### config.mk
export PLATFORM = sky130hd
export DESIGN_NAME = ecc_scrub_ctrl
export DESIGN_NICKNAME = d
export VERILOG_FILES = /design/src/rtl/ecc_scrub_pkg.sv /design/src/rtl/ecc_secded_codec.sv /design/src/rtl/ecc_scrub_dp.sv /design/src/rtl/ecc_scrub_ctl.sv /design/src/rtl/ecc_scrub_ctrl.sv
export SDC_FILE = /design/constraint.sdc
export NUM_CORES = 2
export LEC_CHECK = 0
export BUFFER_PORTS_ARGS = -buffer_cell sky130_fd_sc_hd__buf_2
export CAP_MARGIN = 15
export CORE_MARGIN = 2
export CORE_UTILIZATION = 50
export DETAILED_ROUTE_END_ITERATION = 7
export GPL_ROUTABILITY_DRIVEN = 0
export PLACE_DENSITY = 0.73
export SLEW_MARGIN = 10
export SYNTH_ARGS = -nofsm -noshare
export SYNTH_HDL_FRONTEND = slang
export SYNTH_HIERARCHICAL = 1
export SYNTH_SLANG_ARGS = --single-unit
### constraint.sdc
create_clock -name clk -period 8.5 [get_ports clk]
set_input_delay 1.275 -clock clk [delete_from_list [all_inputs] [get_ports clk]]
set_output_delay 1.275 -clock clk [all_outputs]
set_load 0.01 [all_outputs]
### src/rtl/ecc_scrub_pkg.sv
package ecc_scrub_pkg;

  // number of check bits (Hamming bits plus one overall parity bit)
  function automatic int chkBits(int dataW);
    int r = 1;
    while ((1 << r) < dataW + r + 1) r++;
    return r + 1;
  endfunction

  typedef enum logic [1:0] {SRC_USER, SRC_UFIX, SRC_SFIX} wsrc_e;

  typedef enum logic [1:0] {ST_IDLE, ST_UCHK, ST_UFIX, ST_SCHK} state_e;

  // strobes from control to datapath
  typedef struct packed {
    logic  memWe;
    logic  memRe;
    wsrc_e wrSrc;
    logic  keepUfix;
    logic  keepSfix;
    logic  bumpUser;
    logic  bumpSweep;
    logic  bumpDbe;
    logic  grabUe;
  } strobe_t;

endpackage

### src/rtl/ecc_secded_codec.sv
module ecc_secded_codec
  import ecc_scrub_pkg::*;
#(
  parameter int DATA_W = 64,
  localparam int CHK_W = chkBits(DATA_W),
  localparam int CW = DATA_W + CHK_W
) (
  input  logic [DATA_W-1:0] dataIn,
  output logic [CW-1:0]     codeOut,
  input  logic [CW-1:0]     codeIn,
  output logic [DATA_W-1:0] dataOut,
  output logic [CW-1:0]     fixedCode,
  output logic              sbe,
  output logic              dbe
);
  localparam int HB = CHK_W - 1;

  // position of the idx-th data bit: positions that are not powers of two
  function automatic int dataPosOf(int idx);
    int k = 0;
    for (int p = 1; p < CW; p++) begin
      if ((p & (p - 1)) != 0) begin
        if (k == idx) return p;
        k++;
      end
    end
    return 0;
  endfunction

  // positions covered by Hamming bit j
  function automatic logic [CW-1:0] maskOf(int j);
    logic [CW-1:0] m = '0;
    for (int p = 1; p < CW; p++)
      if (((p >> j) & 1) == 1) m = m | (CW'(1) << p);
    return m;
  endfunction

  logic [CW-1:0] spread;
  logic [CW-1:1] body;
  logic [CW-1:0] flip;
  logic [HB-1:0] hpar;
  logic [HB-1:0] syn;
  logic          ovr;

  for (genvar i = 0; i < DATA_W; i++) begin : g_data
    localparam int P = dataPosOf(i);
    assign spread[P] = dataIn[i];
    assign dataOut[i] = fixedCode[P];
  end

  for (genvar j = 0; j < HB; j++) begin : g_ham
    localparam logic [CW-1:0] M = maskOf(j);
    assign hpar[j] = ^(spread & M);
    assign syn[j]  = ^(codeIn & M);
  end

  for (genvar p = 0; p < CW; p++) begin : g_pos
    if (p == 0 || (p & (p - 1)) == 0) begin : g_zero
      assign spread[p] = 1'b0;
    end
    if (p > 0) begin : g_body
      if ((p & (p - 1)) == 0) begin : g_par
        assign body[p] = hpar[$clog2(p)];
      end else begin : g_dat
        assign body[p] = spread[p];
      end
    end
    assign flip[p] = ovr && (syn == HB'(p));
  end

  assign codeOut   = {body, ^body};
  assign ovr       = ^codeIn;
  assign fixedCode = codeIn ^ flip;
  assign sbe       = |flip;
  assign dbe       = (ovr & ~(|flip)) | (~ovr & (|syn));
endmodule

### src/rtl/ecc_scrub_dp.sv
module ecc_scrub_dp
  import ecc_scrub_pkg::*;
#(
  parameter int DATA_W = 64,
  parameter int ADDR_W = 4,
  parameter int CNT_W  = 8
) (
  input  logic              clk,
  input  logic              rstN,
  input  strobe_t           stb,
  input  logic [ADDR_W-1:0] memAddr,
  input  logic [DATA_W-1:0] wrData,
  output logic [DATA_W-1:0] rdData,
  output logic              chkSbe,
  output logic              chkDbe,
  output logic              uePulse,
  output logic [ADDR_W-1:0] ueAddr,
  output logic [CNT_W-1:0]  cntUserSbe,
  output logic [CNT_W-1:0]  cntSweepSbe,
  output logic [CNT_W-1:0]  cntDbe
);
  localparam int CW    = DATA_W + chkBits(DATA_W);
  localparam int DEPTH = 1 << ADDR_W;

  logic [CW-1:0]     mem [DEPTH];
  logic [CW-1:0]     rdWord, encWord, fixedWord, ufixWord, sfixWord, wrWord;
  logic [ADDR_W-1:0] rdAddrQ;

  ecc_secded_codec #(.DATA_W(DATA_W)) uCodec (
    .dataIn(wrData), .codeOut(encWord), .codeIn(rdWord), .dataOut(rdData),
    .fixedCode(fixedWord), .sbe(chkSbe), .dbe(chkDbe)
  );

  always_comb begin
    unique case (stb.wrSrc)
      SRC_UFIX: wrWord = ufixWord;
      SRC_SFIX: wrWord = sfixWord;
      default:  wrWord = encWord;
    endcase
  end

  // array and holding registers, no reset
  always_ff @(posedge clk) begin
    if (stb.memWe) mem[memAddr] <= wrWord;
    if (stb.memRe) begin
      rdWord  <= mem[memAddr];
      rdAddrQ <= memAddr;
    end
    if (stb.keepUfix) ufixWord <= fixedWord;
    if (stb.keepSfix) sfixWord <= fixedWord;
  end

  always_ff @(posedge clk or negedge rstN) begin
    if (!rstN) begin
      cntUserSbe  <= '0;
      cntSweepSbe <= '0;
      cntDbe      <= '0;
      uePulse     <= 1'b0;
      ueAddr      <= '0;
    end else begin
      if (stb.bumpUser && cntUserSbe != '1) cntUserSbe <= cntUserSbe + 1'b1;
      if (stb.bumpSweep && cntSweepSbe != '1) cntSweepSbe <= cntSweepSbe + 1'b1;
      if (stb.bumpDbe && cntDbe != '1) cntDbe <= cntDbe + 1'b1;
      uePulse <= stb.grabUe;
      if (stb.grabUe) ueAddr <= rdAddrQ;
    end
  end
endmodule

### src/rtl/ecc_scrub_ctl.sv
module ecc_scrub_ctl
  import ecc_scrub_pkg::*;
#(
  parameter int ADDR_W = 4,
  parameter int IV_W   = 16
) (
  input  logic              clk,
  input  logic              rstN,
  input  logic              reqValid,
  input  logic              reqWrite,
  input  logic [ADDR_W-1:0] reqAddr,
  input  logic [IV_W-1:0]   cfgInterval,
  input  logic              chkSbe,
  input  logic              chkDbe,
  output logic              reqReady,
  output logic              rspValid,
  output strobe_t           stb,
  output logic [ADDR_W-1:0] memAddr
);
  localparam logic [ADDR_W-1:0] LAST_ADDR = '1;

  state_e            st, stNext;
  logic [ADDR_W-1:0] uAddrQ, swAddr;
  logic              swOn, swPend;
  logic [IV_W-1:0]   tmr;
  logic              accept, userWr, pendCancel, pendDone, sweepStep, expire;

  assign accept     = (st == ST_IDLE) && reqValid;
  assign userWr     = accept && reqWrite;
  assign pendCancel = userWr && swPend && (reqAddr == swAddr);
  assign pendDone   = (st == ST_IDLE) && !reqValid && swPend;
  assign sweepStep  = pendCancel || pendDone || (st == ST_SCHK && !chkSbe);
  assign expire     = (cfgInterval != '0) && (tmr >= cfgInterval - 1'b1);

  always_comb begin
    stb       = '0;
    stb.wrSrc = SRC_USER;
    memAddr   = reqAddr;
    stNext    = st;
    reqReady  = (st == ST_IDLE);
    rspValid  = (st == ST_UCHK);
    unique case (st)
      ST_IDLE: begin
        if (reqValid) begin
          if (reqWrite) stb.memWe = 1'b1;
          else begin
            stb.memRe = 1'b1;
            stNext    = ST_UCHK;
          end
        end else if (swPend) begin
          stb.memWe = 1'b1;
          stb.wrSrc = SRC_SFIX;
          memAddr   = swAddr;
        end else if (swOn) begin
          stb.memRe = 1'b1;
          memAddr   = swAddr;
          stNext    = ST_SCHK;
        end
      end
      ST_UCHK: begin
        stNext = ST_IDLE;
        if (chkSbe) begin
          stb.keepUfix = 1'b1;
          stb.bumpUser = 1'b1;
          stNext       = ST_UFIX;
        end
        if (chkDbe) begin
          stb.bumpDbe = 1'b1;
          stb.grabUe  = 1'b1;
        end
      end
      ST_UFIX: begin
        stb.memWe = 1'b1;
        stb.wrSrc = SRC_UFIX;
        memAddr   = uAddrQ;
        stNext    = ST_IDLE;
      end
      ST_SCHK: begin
        stNext = ST_IDLE;
        if (chkSbe) begin
          stb.keepSfix  = 1'b1;
          stb.bumpSweep = 1'b1;
        end
        if (chkDbe) begin
          stb.bumpDbe = 1'b1;
          stb.grabUe  = 1'b1;
        end
      end
      default: stNext = ST_IDLE;
    endcase
  end

  always_ff @(posedge clk or negedge rstN) begin
    if (!rstN) begin
      st     <= ST_IDLE;
      uAddrQ <= '0;
      swAddr <= '0;
      swOn   <= 1'b0;
      swPend <= 1'b0;
      tmr    <= '0;
    end else begin
      st <= stNext;
      if (accept && !reqWrite) uAddrQ <= reqAddr;
      if (cfgInterval == '0) begin
        tmr    <= '0;
        swOn   <= 1'b0;
        swPend <= 1'b0;
        swAddr <= '0;
      end else begin
        tmr <= expire ? '0 : tmr + 1'b1;
        if (st == ST_SCHK && chkSbe) swPend <= 1'b1;
        else if (pendDone || pendCancel) swPend <= 1'b0;
        if (sweepStep) begin
          if (swAddr == LAST_ADDR) begin
            swOn   <= 1'b0;
            swAddr <= '0;
          end else swAddr <= swAddr + 1'b1;
        end else if (expire && !swOn) swOn <= 1'b1;
      end
    end
  end
endmodule

### src/rtl/ecc_scrub_ctrl.sv
module ecc_scrub_ctrl
  import ecc_scrub_pkg::*;
#(
  parameter int DATA_W = 64,
  parameter int ADDR_W = 4,
  parameter int CNT_W  = 8,
  parameter int IV_W   = 16
) (
  input  logic              clk,
  input  logic              rstN,
  input  logic              reqValid,
  output logic              reqReady,
  input  logic              reqWrite,
  input  logic [ADDR_W-1:0] reqAddr,
  input  logic [DATA_W-1:0] reqWdata,
  output logic              rspValid,
  output logic [DATA_W-1:0] rspData,
  output logic              rspSbe,
  output logic              rspDbe,
  input  logic [IV_W-1:0]   cfgInterval,
  output logic              uePulse,
  output logic [ADDR_W-1:0] ueAddr,
  output logic [CNT_W-1:0]  cntUserSbe,
  output logic [CNT_W-1:0]  cntSweepSbe,
  output logic [CNT_W-1:0]  cntDbe
);
  strobe_t           stb;
  logic [ADDR_W-1:0] memAddr;
  logic              chkSbe, chkDbe;

  ecc_scrub_ctl #(.ADDR_W(ADDR_W), .IV_W(IV_W)) uCtl (
    .clk(clk), .rstN(rstN), .reqValid(reqValid), .reqWrite(reqWrite),
    .reqAddr(reqAddr), .cfgInterval(cfgInterval), .chkSbe(chkSbe),
    .chkDbe(chkDbe), .reqReady(reqReady), .rspValid(rspValid),
    .stb(stb), .memAddr(memAddr)
  );

  ecc_scrub_dp #(.DATA_W(DATA_W), .ADDR_W(ADDR_W), .CNT_W(CNT_W)) uDp (
    .clk(clk), .rstN(rstN), .stb(stb), .memAddr(memAddr), .wrData(reqWdata),
    .rdData(rspData), .chkSbe(chkSbe), .chkDbe(chkDbe), .uePulse(uePulse),
    .ueAddr(ueAddr), .cntUserSbe(cntUserSbe), .cntSweepSbe(cntSweepSbe),
    .cntDbe(cntDbe)
  );

  assign rspSbe = rspValid & chkSbe;
  assign rspDbe = rspValid & chkDbe;
endmodule

==> summary.md <==
| Metric | Value |
|---|---|
| Worst min path class | reg -> reg |
| R2R Path End | uDp/sfixWord[17]$_DFFE_PP_ |
| Min-Delay Endpoint | uDp/ueAddr[2]$_DFFE_PN0P_ |
| Area Growth Syn to Fin | 11.4% |
| Largest net degree at the start of global routing | between 100 and 150 |
| Mean Syn Cell Area | between 15 and 20 um^2 |
| Final min period | about 6400 ps |
| Routed WL per cell | ~30 um |
| Die height | roughly 350 um |
| CP bufs+invs | 1 |
| Clock Path Buffers | 3 |
| Vias post-DR | ~32000 |
| R2r startpoint | uDp/rdWord[53]$_DFFE_PP_ |
| # DRC | 0 |
| Inst Count DP | about 4800 |
| Met2 Resource Use GR | approximately two fifths |
| RSZ-0062 raised after global routing | false |
| Vias in the first global route | roughly 31000 |
| Nets | approximately 3500 |
| Mux share of post-synthesis cell area | between 10% and 20% |
| Die width | between 300 and 400 um |
| Fin. Hold Viols | 0 |
| Synth Flop Type | edfxtp_1 |
| Worst-Margin Slew | between 1000 and 1500 ps |
| Worst-path cell chain | xor2_1 -> xnor2_1 -> xnor2_1 -> xor2_2 -> xnor2_1 -> nor2b_2 -> a21boi_0 -> nor4_1 -> nand4_2 -> nor2_1 -> and2_1 -> buf_2 |
| Synth area leaders | edfxtp_1, mux4_2, xnor2_1 |
| Clock Skew | just over 30 ps |
| # port buffers | around 180 |
| Top delay family on crit path | simple AND/OR/NAND/NOR gates |
| Xor/xnor cell area share of the yosys netlist | 5.88% |
| Post-Syn Area | between 50000 and 60000 um^2 |
| TritonCTS Buffers | roughly 140 |
| CTS tree | built |
| Arrival time worst endpoint | 5080 ps |
| CTS Sinks | 1429 |
| Final WL | around 150000 um |
| IO Count | between 150 and 200 |
| Crit path required time | just over 7000 ps |
| Path depth of the worst reg2reg path | 12 |
| Hold-critical path depth | 1 |
| Share of cells above drive strength 1 | around 25% |
| Drt pass-1 iters | 5 |
| Status | completed |
| Worst R2R Setup Slack | ~3100 ps |
| Clk slew on worst S/H paths | around 60 ps |
| Detail Route Antenna Nets | 0 |
| Max Clock Freq | 157 MHz |
| Fin crit share | 74.8% |
| Max FO, Critical Path | 17 |
| Core ar. | roughly 120000 um^2 |
| Adder-Cell Fraction of Synth Area | less than 1% |
| Post-CTS Setup Inserts | 0 |
| 1st-iter DRT viols | approximately 4500 |
| Vias per Instance | between 6 and 7 |
| EDFF count, synth | around 1400 |
| Clk Latency, worst-skew pair | between 700 and 800 ps |
| Worst Path Class, Setup | reg -> out |
| Synth top area share | between 60% and 70% |
| M3 GR Usage | under 10% |
| GRT overflow | 0 |
| Net Count, Synth | 3341 |
| Max_slew headroom | 17.4% |
| # setup viols final | 0 |
| Antenna violations before repair | 7 |
| Post-CTS Resized | 0 |
| Gr usage total | 24.8% |
| Register area share after synthesis | 71.6% |
| Hold Crit Start | uDp/rdAddrQ[2]$_DFFE_PP_ |
| Slowest cell delay on critical path | between 900 and 1000 ps |
| Worst path most repeated cell | xnor2_1 |
| H-tree levels | 4 |
| Hold Buf Count CTS | 0 |
| First-pass GRT wire length | ~220000 um |
| Initial core utilization | between 50% and 60% |
| Yosys top cell by area | edfxtp_1 |
| Ys async rst share | 3.99% |
| M1 GR Usage | a little over a third |
| Yosys warnings | 6 |
| Max cap viols | 0 |
| Max-slew violations | 0 |
| Main combinational cell family by area after synthesis | multiplexers |
| Fin cells | about 5000 |
| Post-synthesis cell type count | 70 |
| Slowest CP cell | nor2b_2 |
| Layer with the highest usage | met2 |
| Kind of end point of the critical path | primary output |
| CTS root buffer | clkbuf_16 |
| Synth Area in Compound Gates | 4.23% |
| Final WS setup | 2140 ps |
| Simple-Gate Fraction of Synth Area | ~3.5% |
| Rows | around 130 |
| Synthesized instance count | ~3200 |
| Die area | about 120000 um^2 |
| Place WS | ~3000 ps |
| Critical Path Start Type | flop |
| Sum Neg Setup Slack | 0 ps |
| Hpwl dp | ~87000 um |
| FF+latch count, synth | between 1000 and 1500 |
==> cells in the mapped netlist (all sizes together) (6+ instances only) <==
library cell	n
nand3	93
and2	11
nand4	12
xor2	62
a21oi	18
mux2	16
mux4	288
nand2b	10
and3	8
ha	25
dfrtp	57
nand2	177
buf	211
edfxtp	1372
clkbuf	76
a22oi	223
nor2	38
nor3	32
o21ai	90
xnor2	315
nor2b	6
xnor3	6
and4	6
inv	13
==> how the worst max path moves through the flow <==
stage                                   from                 endpoint  slack (ps)  cells past startpoint
finish              uDp/rdWord[26]$_DFFE_PP_                   rspDbe        2140                     12
floorplan                           reqValid  uDp/mem[0][0]$_DFFE_PP_         550                      6
detailed placement  uDp/rdWord[30]$_DFFE_PP_               rspData[2]        2960                      9
CTS                 uDp/rdWord[31]$_DFFE_PP_               rspData[2]        2170                      9
global placement     uDp/rdWord[6]$_DFFE_PP_                   rspDbe        2840                     12
global route        uDp/rdWord[26]$_DFFE_PP_                   rspDbe        1710                     12
==> flip-flops by register name, indices dropped and copies added (netlist names), 8 cells and up <==
name and flops:
uDp/cntSweepSbe 8, uDp/sfixWord 72, uDp/mem 1152, uCtl/tmr 16
uDp/cntDbe 8, uDp/cntUserSbe 8, uDp/ufixWord 72, uDp/rdWord 72
==> worst register-to-register path, delay by kind of cell (launching register included) <==
family	cells	cell delay, ps
buf+inv	2	1060
simple gates	4	1240
flops	1	570
xor+xnor	4	1230
compound gates	1	140
mux	1	720
==> cell families (layout without fill, tap and decap cells) <==
| kind of cell | after synthesis | after routing |
|---|---|---|
| flops | 1429 | 1429 |
| fa+ha+maj | 25 | 25 |
| buf+inv | 300 | 573 |
| mux | 306 | 306 |
| compound gates | 365 | 365 |
| other cells | 0 | 3 |
| simple gates | 420 | 420 |
| xor+xnor | 383 | 383 |
==> cell type report <==
type / instances / area [um^2]
fillers: 8698 / 51800
flip-flops and latches: 1429 / 42600
multi-input cells: 1499 / 15300
clock buffers: 174 / 3690
repair buffers: 309 / 1930
well taps: 1536 / 1920
clock inverters: 77 / 769
inverters: 13 / 48.8
diodes: 3 / 7.51
==> metrics by stage <==
step	hold WS, ps	cell area (um^2)	util, %
floorplan	454	59500	-
global placement	459	61800	52.3
detailed placement	469	61800	52.3
CTS	482	66300	56.1
global route	520	66300	56.1
finish	484	66300	56.2
==> routing by layer <==
layer,wire (um),vias up
met5,60,-
met3,18300,252
li1,-,13029
met2,69900,1919
met1,58300,16460
met4,3910,8
==> cell usage in the layout, fill, tap and decap left out, types with 5 or more instances in the layout <==
master / count
a21boi_0: 5
a21o_1: 5
a21oi_1: 17
a22oi_1: 223
and2_1: 7
and3_1: 7
and4_1: 6
buf_12: 5
buf_2: 184
buf_4: 119
bufinv_16: 11
clkbuf_1: 31
clkbuf_16: 143
clkinv_1: 28
clkinv_2: 19
clkinvlp_4: 6
dfrtp_1: 57
edfxtp_1: 1372
ha_1: 23
inv_1: 13
inv_6: 5
mux2_2: 16
mux4_2: 288
nand2_1: 177
nand2b_1: 9
nand3_1: 93
nand3b_1: 5
nand4_1: 11
nor2_1: 24
nor2_4: 13
nor3_1: 17
nor3_2: 14
nor4_1: 5
o21ai_0: 71
o21ai_1: 13
xnor2_1: 310
xnor2_2: 5
xnor3_1: 5
xor2_1: 59
Power is left out: the tool's default activity adds up to more than one toggle a clock period on the data nets, which glitch-free logic cannot reach.
